--- config.mk ---
export PLATFORM = sky130hd
export DESIGN_NAME = hmbx_port
export DESIGN_NICKNAME = d
export VERILOG_FILES = /design/src/rtl/hmbx_pkg.sv /design/src/rtl/hmbx_sync.sv /design/src/rtl/hmbx_host_fe.sv /design/src/rtl/hmbx_rst_pulse.sv /design/src/rtl/hmbx_port.sv
export SDC_FILE = /design/constraint.sdc
export NUM_CORES = 1
export LEC_CHECK = 0
export BUFFER_PORTS_ARGS = -buffer_cell sky130_fd_sc_hd__buf_2
export CAP_MARGIN = 30
export CORE_UTILIZATION = 60
export CTS_CLUSTER_SIZE = 20
export DETAILED_ROUTE_END_ITERATION = 8
export GPL_TIMING_DRIVEN = 0
export PLACE_DENSITY = 0.8
export SLEW_MARGIN = 10
export SYNTH_ARGS = -nofsm -noshare
export SYNTH_HDL_FRONTEND = slang
export SYNTH_SLANG_ARGS = --single-unit
--- constraint.sdc ---
create_clock -name clk_i -period 3.3 [get_ports clk_i]
set_input_delay 0.495 -clock clk_i [delete_from_list [all_inputs] [get_ports clk_i]]
set_output_delay 0.495 -clock clk_i [all_outputs]
set_load 0.01 [all_outputs]
--- src/rtl/hmbx_pkg.sv ---
package hmbx_pkg;
  localparam int HAW = 3;   // host address width
  localparam int CAW = 4;   // core address width
  localparam int HDW = 8;   // host data width
  localparam int DW  = 16;  // mailbox width

  typedef enum logic {STRB_SPLIT = 1'b0, STRB_RNW = 1'b1} strb_mode_e;
  typedef enum logic {BUS_SPLIT = 1'b0, BUS_MUX = 1'b1} bus_mode_e;
endpackage

--- src/rtl/hmbx_sync.sv ---
module hmbx_sync #(
  parameter int              W       = 1,
  parameter int              STAGES  = 2,
  parameter logic [W-1:0]    RST_VAL = '0
) (
  input  logic         clk_i,
  input  logic         rst_ni,
  input  logic [W-1:0] d_i,
  output logic [W-1:0] q_o
);
  logic [W-1:0] stg_q [STAGES];

  always_ff @(posedge clk_i or negedge rst_ni) begin
    if (!rst_ni) begin
      for (int s = 0; s < STAGES; s++) stg_q[s] <= RST_VAL;
    end else begin
      stg_q[0] <= d_i;
      for (int s = 1; s < STAGES; s++) stg_q[s] <= stg_q[s-1];
    end
  end

  assign q_o = stg_q[STAGES-1];
endmodule

--- src/rtl/hmbx_host_fe.sv ---
module hmbx_host_fe
  import hmbx_pkg::*;
#(
  parameter int SYNC_STAGES = 2
) (
  input  logic           clk_i,
  input  logic           rst_ni,
  input  strb_mode_e     strb_mode_i,
  input  bus_mode_e      bus_mode_i,
  input  logic           h_rd_ds_ni,
  input  logic           h_wr_rnw_i,
  input  logic           h_ale_i,
  input  logic [HAW-1:0] h_addr_i,
  input  logic [HDW-1:0] h_ad_i,
  output logic           rd_act_async_o,
  output logic [HAW-1:0] sel_addr_o,
  output logic           evt_wr_o,
  output logic           evt_rd_o,
  output logic [HAW-1:0] ev_addr_o,
  output logic [HDW-1:0] ev_data_o
);
  logic [2:0] pins_s;
  logic       a_s, b_s, ale_s;
  logic       rd_act_s, wr_act_s, rd_prev_q, wr_prev_q;
  logic [HAW-1:0] addr_q;
  logic [HDW-1:0] data_q;

  hmbx_sync #(.W(3), .STAGES(SYNC_STAGES), .RST_VAL(3'b110)) u_sync (
    .clk_i (clk_i),
    .rst_ni(rst_ni),
    .d_i   ({h_rd_ds_ni, h_wr_rnw_i, h_ale_i}),
    .q_o   (pins_s)
  );
  assign {a_s, b_s, ale_s} = pins_s;

  // decode after sync so both pins see the same latency
  always_comb begin
    if (strb_mode_i == STRB_RNW) begin
      rd_act_s = ~a_s & b_s;
      wr_act_s = ~a_s & ~b_s;
    end else begin
      rd_act_s = ~a_s;
      wr_act_s = ~b_s;
    end
  end

  assign rd_act_async_o = (strb_mode_i == STRB_RNW) ? (~h_rd_ds_ni & h_wr_rnw_i) : ~h_rd_ds_ni;

  always_ff @(posedge clk_i or negedge rst_ni) begin
    if (!rst_ni) begin
      rd_prev_q <= 1'b0;
      wr_prev_q <= 1'b0;
      addr_q    <= '0;
      data_q    <= '0;
    end else begin
      rd_prev_q <= rd_act_s;
      wr_prev_q <= wr_act_s;
      if (bus_mode_i == BUS_MUX) begin
        if (ale_s) addr_q <= h_ad_i[HAW-1:0];
      end else if (rd_act_s || wr_act_s) begin
        addr_q <= h_addr_i;
      end
      if (wr_act_s) data_q <= h_ad_i;
    end
  end

  assign evt_rd_o   = rd_prev_q & ~rd_act_s;
  assign evt_wr_o   = wr_prev_q & ~wr_act_s;
  assign ev_addr_o  = addr_q;
  assign ev_data_o  = data_q;
  assign sel_addr_o = (bus_mode_i == BUS_MUX) ? addr_q : h_addr_i;
endmodule

--- src/rtl/hmbx_rst_pulse.sv ---
module hmbx_rst_pulse #(
  parameter int RST_CYCLES = 5
) (
  input  logic clk_i,
  input  logic rst_ni,
  input  logic trig_i,
  output logic pulse_o
);
  localparam int CW = $clog2(RST_CYCLES + 1);
  logic [CW-1:0] cnt_q;

  always_ff @(posedge clk_i or negedge rst_ni) begin
    if (!rst_ni)                cnt_q <= '0;
    else if (cnt_q != '0)       cnt_q <= cnt_q - 1'b1;
    else if (trig_i)            cnt_q <= CW'(RST_CYCLES);
  end

  assign pulse_o = (cnt_q != '0);
endmodule

--- src/rtl/hmbx_port.sv ---
module hmbx_port
  import hmbx_pkg::*;
#(
  parameter int NUM_MBX     = 6,
  parameter int SYNC_STAGES = 2,
  parameter int RST_CYCLES  = 5
) (
  input  logic           clk_i,
  input  logic           rst_ni,
  input  logic           strap_rnw_i,
  input  logic           strap_mux_i,
  input  logic           h_rd_ds_ni,
  input  logic           h_wr_rnw_i,
  input  logic           h_ale_i,
  input  logic [2:0]     h_addr_i,
  input  logic [7:0]     h_ad_i,
  output logic [7:0]     h_data_o,
  output logic           h_data_oe_o,
  input  logic [3:0]     c_addr_i,
  input  logic           c_re_i,
  input  logic           c_we_i,
  input  logic [15:0]    c_wdata_i,
  output logic [15:0]    c_rdata_o,
  input  logic           c_wr_irq_en_i,
  input  logic           c_rd_irq_en_i,
  output logic           irq_wr_o,
  output logic           irq_rd_o,
  output logic           sw_rst_o
);
  localparam int WST_ADR  = NUM_MBX;
  localparam int RST_ADR  = NUM_MBX + 1;
  localparam int MASK_ADR = NUM_MBX + 2;
  localparam int RD_MOFS  = DW / 2;

  logic [DW-1:0]      hdr_q [NUM_MBX];
  logic [NUM_MBX-1:0] wst_q, rdst_q;
  logic [DW-1:0]      mask_q;
  logic               irq_wr_q, irq_rd_q;

  logic               evt_wr, evt_rd, rd_act;
  logic [HAW-1:0]     ev_addr, sel_addr;
  logic [HDW-1:0]     ev_data;
  logic [DW-1:0]      hsr_wst, hsr_rst;
  logic               ev_in_mbx, rst_trig;

  hmbx_host_fe #(.SYNC_STAGES(SYNC_STAGES)) u_fe (
    .clk_i         (clk_i),
    .rst_ni        (rst_ni),
    .strb_mode_i   (strb_mode_e'(strap_rnw_i)),
    .bus_mode_i    (bus_mode_e'(strap_mux_i)),
    .h_rd_ds_ni    (h_rd_ds_ni),
    .h_wr_rnw_i    (h_wr_rnw_i),
    .h_ale_i       (h_ale_i),
    .h_addr_i      (h_addr_i),
    .h_ad_i        (h_ad_i),
    .rd_act_async_o(rd_act),
    .sel_addr_o    (sel_addr),
    .evt_wr_o      (evt_wr),
    .evt_rd_o      (evt_rd),
    .ev_addr_o     (ev_addr),
    .ev_data_o     (ev_data)
  );

  assign ev_in_mbx = (int'(ev_addr) < NUM_MBX);
  assign rst_trig  = (evt_wr && ev_addr == HAW'(RST_ADR) && ev_data[7]) ||
                     (c_we_i && c_addr_i == CAW'(RST_ADR) && c_wdata_i[7]);

  hmbx_rst_pulse #(.RST_CYCLES(RST_CYCLES)) u_rst (
    .clk_i  (clk_i),
    .rst_ni (rst_ni),
    .trig_i (rst_trig),
    .pulse_o(sw_rst_o)
  );

  always_ff @(posedge clk_i or negedge rst_ni) begin
    if (!rst_ni) begin
      for (int i = 0; i < NUM_MBX; i++) hdr_q[i] <= '0;
      wst_q    <= '0;
      rdst_q   <= '0;
      mask_q   <= '0;
      irq_wr_q <= 1'b0;
      irq_rd_q <= 1'b0;
    end else begin
      irq_wr_q <= evt_wr && ev_in_mbx && mask_q[ev_addr] && c_wr_irq_en_i;
      irq_rd_q <= evt_rd && ev_in_mbx && mask_q[RD_MOFS + int'(ev_addr)] && c_rd_irq_en_i;
      if (c_we_i && c_addr_i == CAW'(MASK_ADR)) mask_q <= c_wdata_i;
      for (int i = 0; i < NUM_MBX; i++) begin
        // host events win over a same-cycle core access
        if (c_we_i && c_addr_i == CAW'(i)) begin
          hdr_q[i]  <= c_wdata_i;
          rdst_q[i] <= 1'b0;
        end
        if (c_re_i && c_addr_i == CAW'(i)) wst_q[i] <= 1'b0;
        if (evt_wr && ev_addr == HAW'(i)) begin
          hdr_q[i] <= {{(DW-HDW){1'b0}}, ev_data};
          wst_q[i] <= 1'b1;
        end
        if (evt_rd && ev_addr == HAW'(i)) rdst_q[i] <= 1'b1;
      end
    end
  end

  assign hsr_wst = DW'(wst_q);
  assign hsr_rst = DW'({sw_rst_o, 1'b0, rdst_q});

  always_comb begin
    c_rdata_o = '0;
    for (int i = 0; i < NUM_MBX; i++)
      if (c_addr_i == CAW'(i)) c_rdata_o = hdr_q[i];
    if (c_addr_i == CAW'(WST_ADR))  c_rdata_o = hsr_wst;
    if (c_addr_i == CAW'(RST_ADR))  c_rdata_o = hsr_rst;
    if (c_addr_i == CAW'(MASK_ADR)) c_rdata_o = mask_q;
  end

  always_comb begin
    h_data_o = '0;
    for (int i = 0; i < NUM_MBX; i++)
      if (sel_addr == HAW'(i)) h_data_o = hdr_q[i][HDW-1:0];
    if (sel_addr == HAW'(WST_ADR)) h_data_o = hsr_wst[HDW-1:0];
    if (sel_addr == HAW'(RST_ADR)) h_data_o = hsr_rst[HDW-1:0];
  end

  assign h_data_oe_o = rd_act;
  assign irq_wr_o    = irq_wr_q;
  assign irq_rd_o    = irq_rd_q;
endmodule

==> results.md, run 1 <==
- Number of setup violations in the final report: 0
- Post-synth EDFFs: 0
- Top-count cell post-synth: nand2_1
- Design area: 0.00919 mm^2
- Seq pwr share: 45.2%
- # port buffers: 65
- CTS sink cnt: 148
- GRT overflow: 0
- Synth Area per Inst: 9.35 um^2
- Final Cycle Share: 95.6%
- DIE HEIGHT: 118 um
- Max Clock Freq: 0.317 GHz
- Worst hold path type: input pin to async pin
- Clock share of power: 30.3%
- Critical Path AT: 2.66 ns
- Count of different cell masters after synthesis: 60
- ANT cells: 0
- Worst-path cell chain: buf_1 > a32oi_2 > o21ai_0 > a211oi_1 > o32ai_1 > buf_2
- Post-synthesis sequential area ratio: 46.1%
- Tightest Pin Transition: 0.754 ns
- Flops & latches, synth: 148
- DR iter-0 viols: 1,025
- Initial Util: 62.7%
- Leak: 0.00424 uW
- Area of the core: 0.0128 mm^2
- Setup WS pre-CTS: 0.380 ns
- Prevailing post-synth register cell: dfrtp_1
- Max Cap Violations: 0
- TritonCTS clock tree: built
- Post-DP Area: 0.00862 mm^2
- Initial antenna violation count: 0
- CTS Buf Count: 17
- Post-CTS setup buffer count: 0
- Fraction of registers with async set/reset: 100%
- Logic pwr share: 24.5%
- Die area: 0.0139 mm^2
- Syn. warnings: 0
- Detail Route Antenna Nets: 0
- Setup tns final: 0 ns
- Share of the synthesized area in the top cell type: 44.8%
- Clock tree root buffer cell: clkbuf_16
- Io pins: 70
- Area Overhead vs Synth: 14.3%
- FF/Latch Area: 0.00371 mm^2
- Switching Fraction: 33.2%
- Critical Path RT: 2.80 ns
- Wire per inst: 22.4 um
- First-pass GRT wire length: 39,300 um
- Drt pass-1 iters: 6
- Cell count after synthesis: 860
- Type of origin of the critical path: flop
- Min Tclk post-route: 3.15 ns
- Synthesized area: 0.00804 mm^2
- Vias/cell: 6.50
- Clock latency on the worst-skew pair: 0.43 ns
- Post-Route WL: 25,400 um
- Vias in the first global route: 7,075
- Max-slew headroom: 49.8%
- Net Switching: 2030 uW
- Worst Setup End Kind: primary output
- Net Count, Synth: 903
- Crit path max-delay cell type: a32oi_2
- CP peak stage delay: 0.62 ns
- Multi-input gate area: 0.00397 mm^2
- RSZ-0062 raised after global routing: no
- Post-synth top cells: nand2_1, dfrtp_1, mux2i_1
- PnR worst setup slack: 0.145 ns
- Max clock buf depth: 2
- PwrDens: 666 mW/mm^2
- Die X: 118 um
- Largest cells by area after synthesis: dfrtp_1, nand2_1, mux2i_1, mux2_2, a21oi_1
- Final Util: 71.6%
- HPWL Detailed: 18,000 um
- Post-cts hold buffer count: 0
- CP Max Fanout: 10
- Max VDD drop: 0.501 mV
- Largest net degree at the start of global routing: 83
- Reg clk slew, reported paths: 0.06 ns
- H-tree levels: 4
- Total GRT Usage: 37.7%
- Critical setup path kind: flop to primary output
- Status: finished, final reports clean
- Nets: 989
- P_int: 4090 uW
- Drc violations: 0
- Final hold vios: 0
- Final GP Congestion: 0.980
- Fin. max-slew vios: 0
- Row Count: 41
- Vias: 7,348
- Fraction of layout cells with a size suffix above 1: 21.3%
- Largest area contributor in the netlist: dfrtp_1
- Fillers: 963
- Layout Skew: 0.00484 ns
stage by stage:
step                      total power (uW)  hold slack (ns)  instances
after CTS                             6060           0.0291       1131
after detailed placement              4210            0.335       1099
after global placement                4140            0.334       1097
after global routing                  6370           0.0419       1131
final                                 6120          0.00347       1131
after floorplan                       3640            0.199        860
state kept, by name, indices dropped and copies added, names as in the netlist:
name	flops
hdr_q	96
rdst_q	6
u_fe.u_sync.stg_q	3
u_fe.ev_data_o	8
u_rst.cnt_q	3
irq_wr_o	1
u_fe.ev_addr_o	3
u_fe.wr_prev_q	1
u_fe.rd_prev_q	1
irq_rd_o	1
wst_q	6
mask_q	16
u_fe.u_sync.q_o	3
cell families (layout without fill, tap and decap cells):
family	count (synthesis)	in the layout	share of synthesized area, %
AOI/OAI and AO/OA	219	219	16.5
adders and majority gates	1	1	0.156
buffers and inverters	73	172	4.59
DFF	148	148	46.1
muxes	109	109	15.6
and+or+nand+nor	310	310	17.0
critical path, delay by kind of cell (launching register included):
kind,cells,cell delay (ns)
AO/OA/AOI/OAI,4,1.29
buffers and inverters,2,0.49
flip-flops,1,0.43
power by group through the flow:
stage | sequential (uW) | combinational (uW) | clock, uW
3_5_place_dp | 2760 | 1450 | 0
5_1_grt | 2800 | 1640 | 1920
6_report | 2760 | 1500 | 1850
4_1_cts | 2740 | 1470 | 1850
2_1_floorplan | 2600 | 1040 | 0
3_3_place_gp | 2740 | 1400 | 0
cell type report:
class	count	share of cell area (%)
sequential	148	40.4
inverter	14	0.572
clock inverter	10	0.885
multi-input combinational	639	43.2
clock buffer	22	5.16
timing repair buffer	67	4.00
tap	172	2.34
buffer	59	3.45
cell usage in the layout (no fill, tap or decap), types with 6 or more instances in the layout:
master     Yosys  final
a31oi_1       11     11
o21ai_0       61     61
clkbuf_16      0     17
nand3_1        7      7
mux4_2        10     10
mux2i_1       68     67
buf_2         31     96
a221oi_1       6      6
clkbuf_1      15     17
clkinv_2       0      7
a211oi_1       8      8
buf_4          6      6
a21oi_1       65     65
nand2b_1       7      7
inv_1         14     14
o21ai_1        9      9
mux2_2        31     31
nor3_2         6      6
dfrtp_1      144    144
a21o_1         8      8
nor2_1        49     49
nand2_1      208    208
o22ai_1       17     17
timing repair:
item                       CTS  global route
resized for setup            0             2
hold endpoints to repair     0             0
setup endpoints to repair    0             4
layer usage:
metal / routed length (um) / global-route usage, %
met1: 10300 / 53.8
met4: 625 / 14.7
met2: 11100 / 55.1
met3: 3350 / 9.79
met5: 0 / 0
path summary, 6_finish.rpt:
| path | startpoint | endpoint | slack [ns] | depth (start not counted) |
|---|---|---|---|---|
| setup / recovery | u_fe.ev_addr_o[1]$_DFFE_PN0P_ | h_data_o[7] | 0.15 | 6 |
| hold / removal | rst_ni | u_fe.ev_data_o[0]$_DFFE_PN0P_ | 0.003 | 1 |
| setup reg to reg | u_fe.ev_addr_o[1]$_DFFE_PN0P_ | hdr_q[38]$_DFFE_PN0P_ | 1.01 | 5 |
| hold reg to reg | u_fe.u_sync.stg_q[3]$_DFF_PN0_ | u_fe.u_sync.q_o[0]$_DFF_PN0_ | 0.35 | 0 |
| max in group asynchronous | rst_ni | hdr_q[19]$_DFFE_PN0P_ | 2.50 | 2 |
| min in group clk_i | h_ale_i | u_fe.u_sync.stg_q[3]$_DFF_PN0_ | 0.16 | 1 |
Note: power is estimated with default switching activity, not from simulation.
==> run 2, diff against run 1 <==
--- a/config.mk
+++ b/config.mk
@@ -5,7 +5,7 @@
 export SDC_FILE = /design/constraint.sdc
 export NUM_CORES = 1
 export LEC_CHECK = 0
-export BUFFER_PORTS_ARGS = -buffer_cell sky130_fd_sc_hd__buf_2
+export BUFFER_PORTS_ARGS = -buffer_cell sky130_fd_sc_hd__clkbuf_2
 export CAP_MARGIN = 30
 export CORE_UTILIZATION = 60
 export CTS_CLUSTER_SIZE = 20
==> results.md, run 2 (synthesized netlist as in run 1, its figures left out) <==
- Row Count: 41 (unchanged)
- PwrDens: 671 mW/mm^2 (was 666 mW/mm^2)
- TritonCTS clock tree: built (unchanged)
- Initial Util: 62.7% (unchanged)
- CTS Buf Count: 17 (unchanged)
- Die area: 0.0139 mm^2 (unchanged)
- DIE HEIGHT: 118 um (unchanged)
- Net Switching: 2030 uW (about the same)
- Critical Path RT: 2.80 ns (about the same)
- Final Cycle Share: 95.8% (was 95.6%)
- Post-DP Area: 0.00862 mm^2 (about the same)
- DR iter-0 viols: 1,062 (was 1,025)
- Area of the core: 0.0128 mm^2 (unchanged)
- Worst hold path type: input pin to async pin (unchanged)
- Logic pwr share: 24.3% (was 24.5%)
- First-pass GRT wire length: 39,600 um (was 39,300 um)
- Total GRT Usage: 38.2% (was 37.7%)
- Nets: 989 (unchanged)
- Leading cell types in the layout, fill and taps excluded: nand2_1, dfrtp_1, mux2i_1, a21oi_1, clkbuf_2 (was nand2_1, dfrtp_1, buf_2, mux2i_1, a21oi_1)
- P_int: 4150 uW (was 4090 uW)
- Vias: 7,330 (was 7,348)
- Most common cell after layout, fill and taps aside: nand2_1 (unchanged)
- Type of origin of the critical path: flop (unchanged)
- Final GP Congestion: 1.01 (was 0.980)
- Clock latency on the worst-skew pair: 0.43 ns (about the same)
- Final hold vios: 0 (unchanged)
- Leak: 0.00424 uW (about the same)
- Post-CTS setup buffer count: 0 (unchanged)
- GRT overflow: 0 (unchanged)
- Status: finished, final reports clean (unchanged)
- H-tree levels: 4 (unchanged)
- Clock tree root buffer cell: clkbuf_16 (unchanged)
- Design area: 0.00921 mm^2 (was 0.00919 mm^2)
- Drc violations: 0 (unchanged)
- Max Cap Violations: 0 (unchanged)
- Initial antenna violation count: 1 (was 0)
- CTS sink cnt: 148 (unchanged)
- Most flop-heavy register: hdr_q (unchanged)
- Seq pwr share: 44.7% (was 45.2%)
- Reg clk slew, reported paths: 0.06 ns (about the same)
- Drt pass-1 iters: 5 (was 6)
- HPWL Detailed: 18,200 um (was 18,000 um)
- CP Max Fanout: 10 (unchanged)
- Area Overhead vs Synth: 14.5% (was 14.3%)
- Vias in the first global route: 7,105 (was 7,075)
- PnR Total Power: 6180 uW (was 6120 uW)
- Io pins: 70 (unchanged)
- Clock share of power: 31.0% (was 30.3%)
- Max Clock Freq: 0.316 GHz (was 0.317 GHz)
- Setup WS pre-CTS: 0.395 ns (was 0.380 ns)
- RSZ-0062 raised after global routing: no (unchanged)
- # port buffers: 65 (unchanged)
- PnR worst setup slack: 0.138 ns (was 0.145 ns)
- Critical setup path kind: flop to primary output (unchanged)
- Max VDD drop: 0.525 mV (was 0.501 mV)
- Max FFs per register: 96 (unchanged)
- Vias/cell: 6.48 (was 6.50)
- Post-Route WL: 25,700 um (was 25,400 um)
- Wire per inst: 22.7 um (was 22.4 um)
- Number of setup violations in the final report: 0 (unchanged)
- Worst Setup End Kind: primary output (unchanged)
- Critical Path AT: 2.67 ns (was 2.66 ns)
- Die X: 118 um (unchanged)
- Max-slew headroom: 50.9% (was 49.8%)
- Post-cts hold buffer count: 0 (unchanged)
- Min Tclk post-route: 3.16 ns (was 3.15 ns)
- Post-cts gate resize count: 0 (unchanged)
- Tightest Pin Transition: 0.737 ns (was 0.754 ns)
- Fin. max-slew vios: 0 (unchanged)
- ANT cells: 0 (unchanged)
- Max clock buf depth: 2 (unchanged)
- Detail Route Antenna Nets: 0 (unchanged)
- Layout Skew: 0.00624 ns (was 0.00484 ns)
- Switching Fraction: 32.9% (was 33.2%)
- Largest net degree at the start of global routing: 76 (was 83)
- Fraction of layout cells with a size suffix above 1: 21.2% (was 21.3%)
[run 2: cell types whose count changed in the layout (fill, tap and decap cells not counted)]
| cell | previous run | this run |
|---|---|---|
| buf_8 | 2 | 1 |
| clkbuf_2 | 0 | 64 |
| clkinv_2 | 7 | 5 |
| clkinvlp_4 | 1 | 2 |
| bufinv_16 | 1 | 2 |
| buf_2 | 96 | 31 |
| clkbuf_1 | 17 | 18 |
| buf_4 | 6 | 7 |
[run 2: power by group through the flow]
| stage | Sequential, uW | Combinational, uW | Clock (uW) |
|---|---|---|---|
| 2_1_floorplan | 2600 | 1040 | 0 |
| 3_3_place_gp | 2730 | 1400 | 0 |
| 3_5_place_dp | 2750 | 1460 | 0 |
| 4_1_cts | 2740 | 1470 | 1910 |
| 5_1_grt | 2810 | 1640 | 1980 |
| 6_report | 2760 | 1500 | 1910 |
[run 2: per-stage QoR]
step / util (%) / setup TNS (ns) / cells / hold WS (ns)
4_1_cts: 71.7 / 0 / 1131 / 0.113
6_report: 71.8 / 0 / 1131 / 0.0970
2_1_floorplan: - / 0 / 860 / 0.199
5_1_grt: 71.8 / 0 / 1131 / 0.135
3_3_place_gp: 66.9 / -115.94 / 1097 / 0.334
3_5_place_dp: 67.2 / 0 / 1099 / 0.335
[run 2: final timing paths]
| check | start | to | slack, ns | cells after the start |
|---|---|---|---|---|
| setup / recovery | u_fe.ev_addr_o[1]$_DFFE_PN0P_ | h_data_o[4] | 0.14 | 7 |
| hold / removal | rst_ni | hdr_q[19]$_DFFE_PN0P_ | 0.1 | 1 |
| setup reg to reg | u_fe.u_sync.q_o[2]$_DFF_PN1_ | hdr_q[56]$_DFFE_PN0P_ | 0.96 | 6 |
| hold reg to reg | u_fe.u_sync.stg_q[3]$_DFF_PN0_ | u_fe.u_sync.q_o[0]$_DFF_PN0_ | 0.35 | 0 |
| max in group asynchronous | rst_ni | hdr_q[91]$_DFFE_PN0P_ | 2.40 | 2 |
| min in group clk_i | h_wr_rnw_i | u_fe.u_sync.stg_q[4]$_DFF_PN1_ | 0.17 | 1 |
[run 2: area by class of cell]
| cell class | count | area, um^2 |
|---|---|---|
| plain buffers | 59 | 317 |
| clock buffers | 22 | 464 |
| clock inverters | 10 | 109 |
| fillers | 1032 | 3620 |
| inverters | 14 | 52.6 |
| multi-input cells | 639 | 3970 |
| flip-flops and latches | 148 | 3710 |
| well taps | 172 | 215 |
| repair buffers | 67 | 369 |
[run 2: critical path: stages, from the launching register on]
cell and delay [ns]:
dfrtp_1 0.43, buf_1 0.30, a32oi_1 0.46, buf_2 0.33, inv_1 0.11, a222oi_1 0.30, a21oi_1 0.17, clkbuf_2 0.15
[run 2: per-layer routing]
| metal | vias to the layer above | GRT usage, % | routed length [um] |
|---|---|---|---|
| li1 | 3196 | - | - |
| met1 | 3591 | 52.5 | 10500 |
| met2 | 479 | 56.0 | 11300 |
| met3 | 64 | 11.7 | 3190 |
| met4 | 0 | 15.1 | 715 |
| met5 | - | 3.68 | 0 |
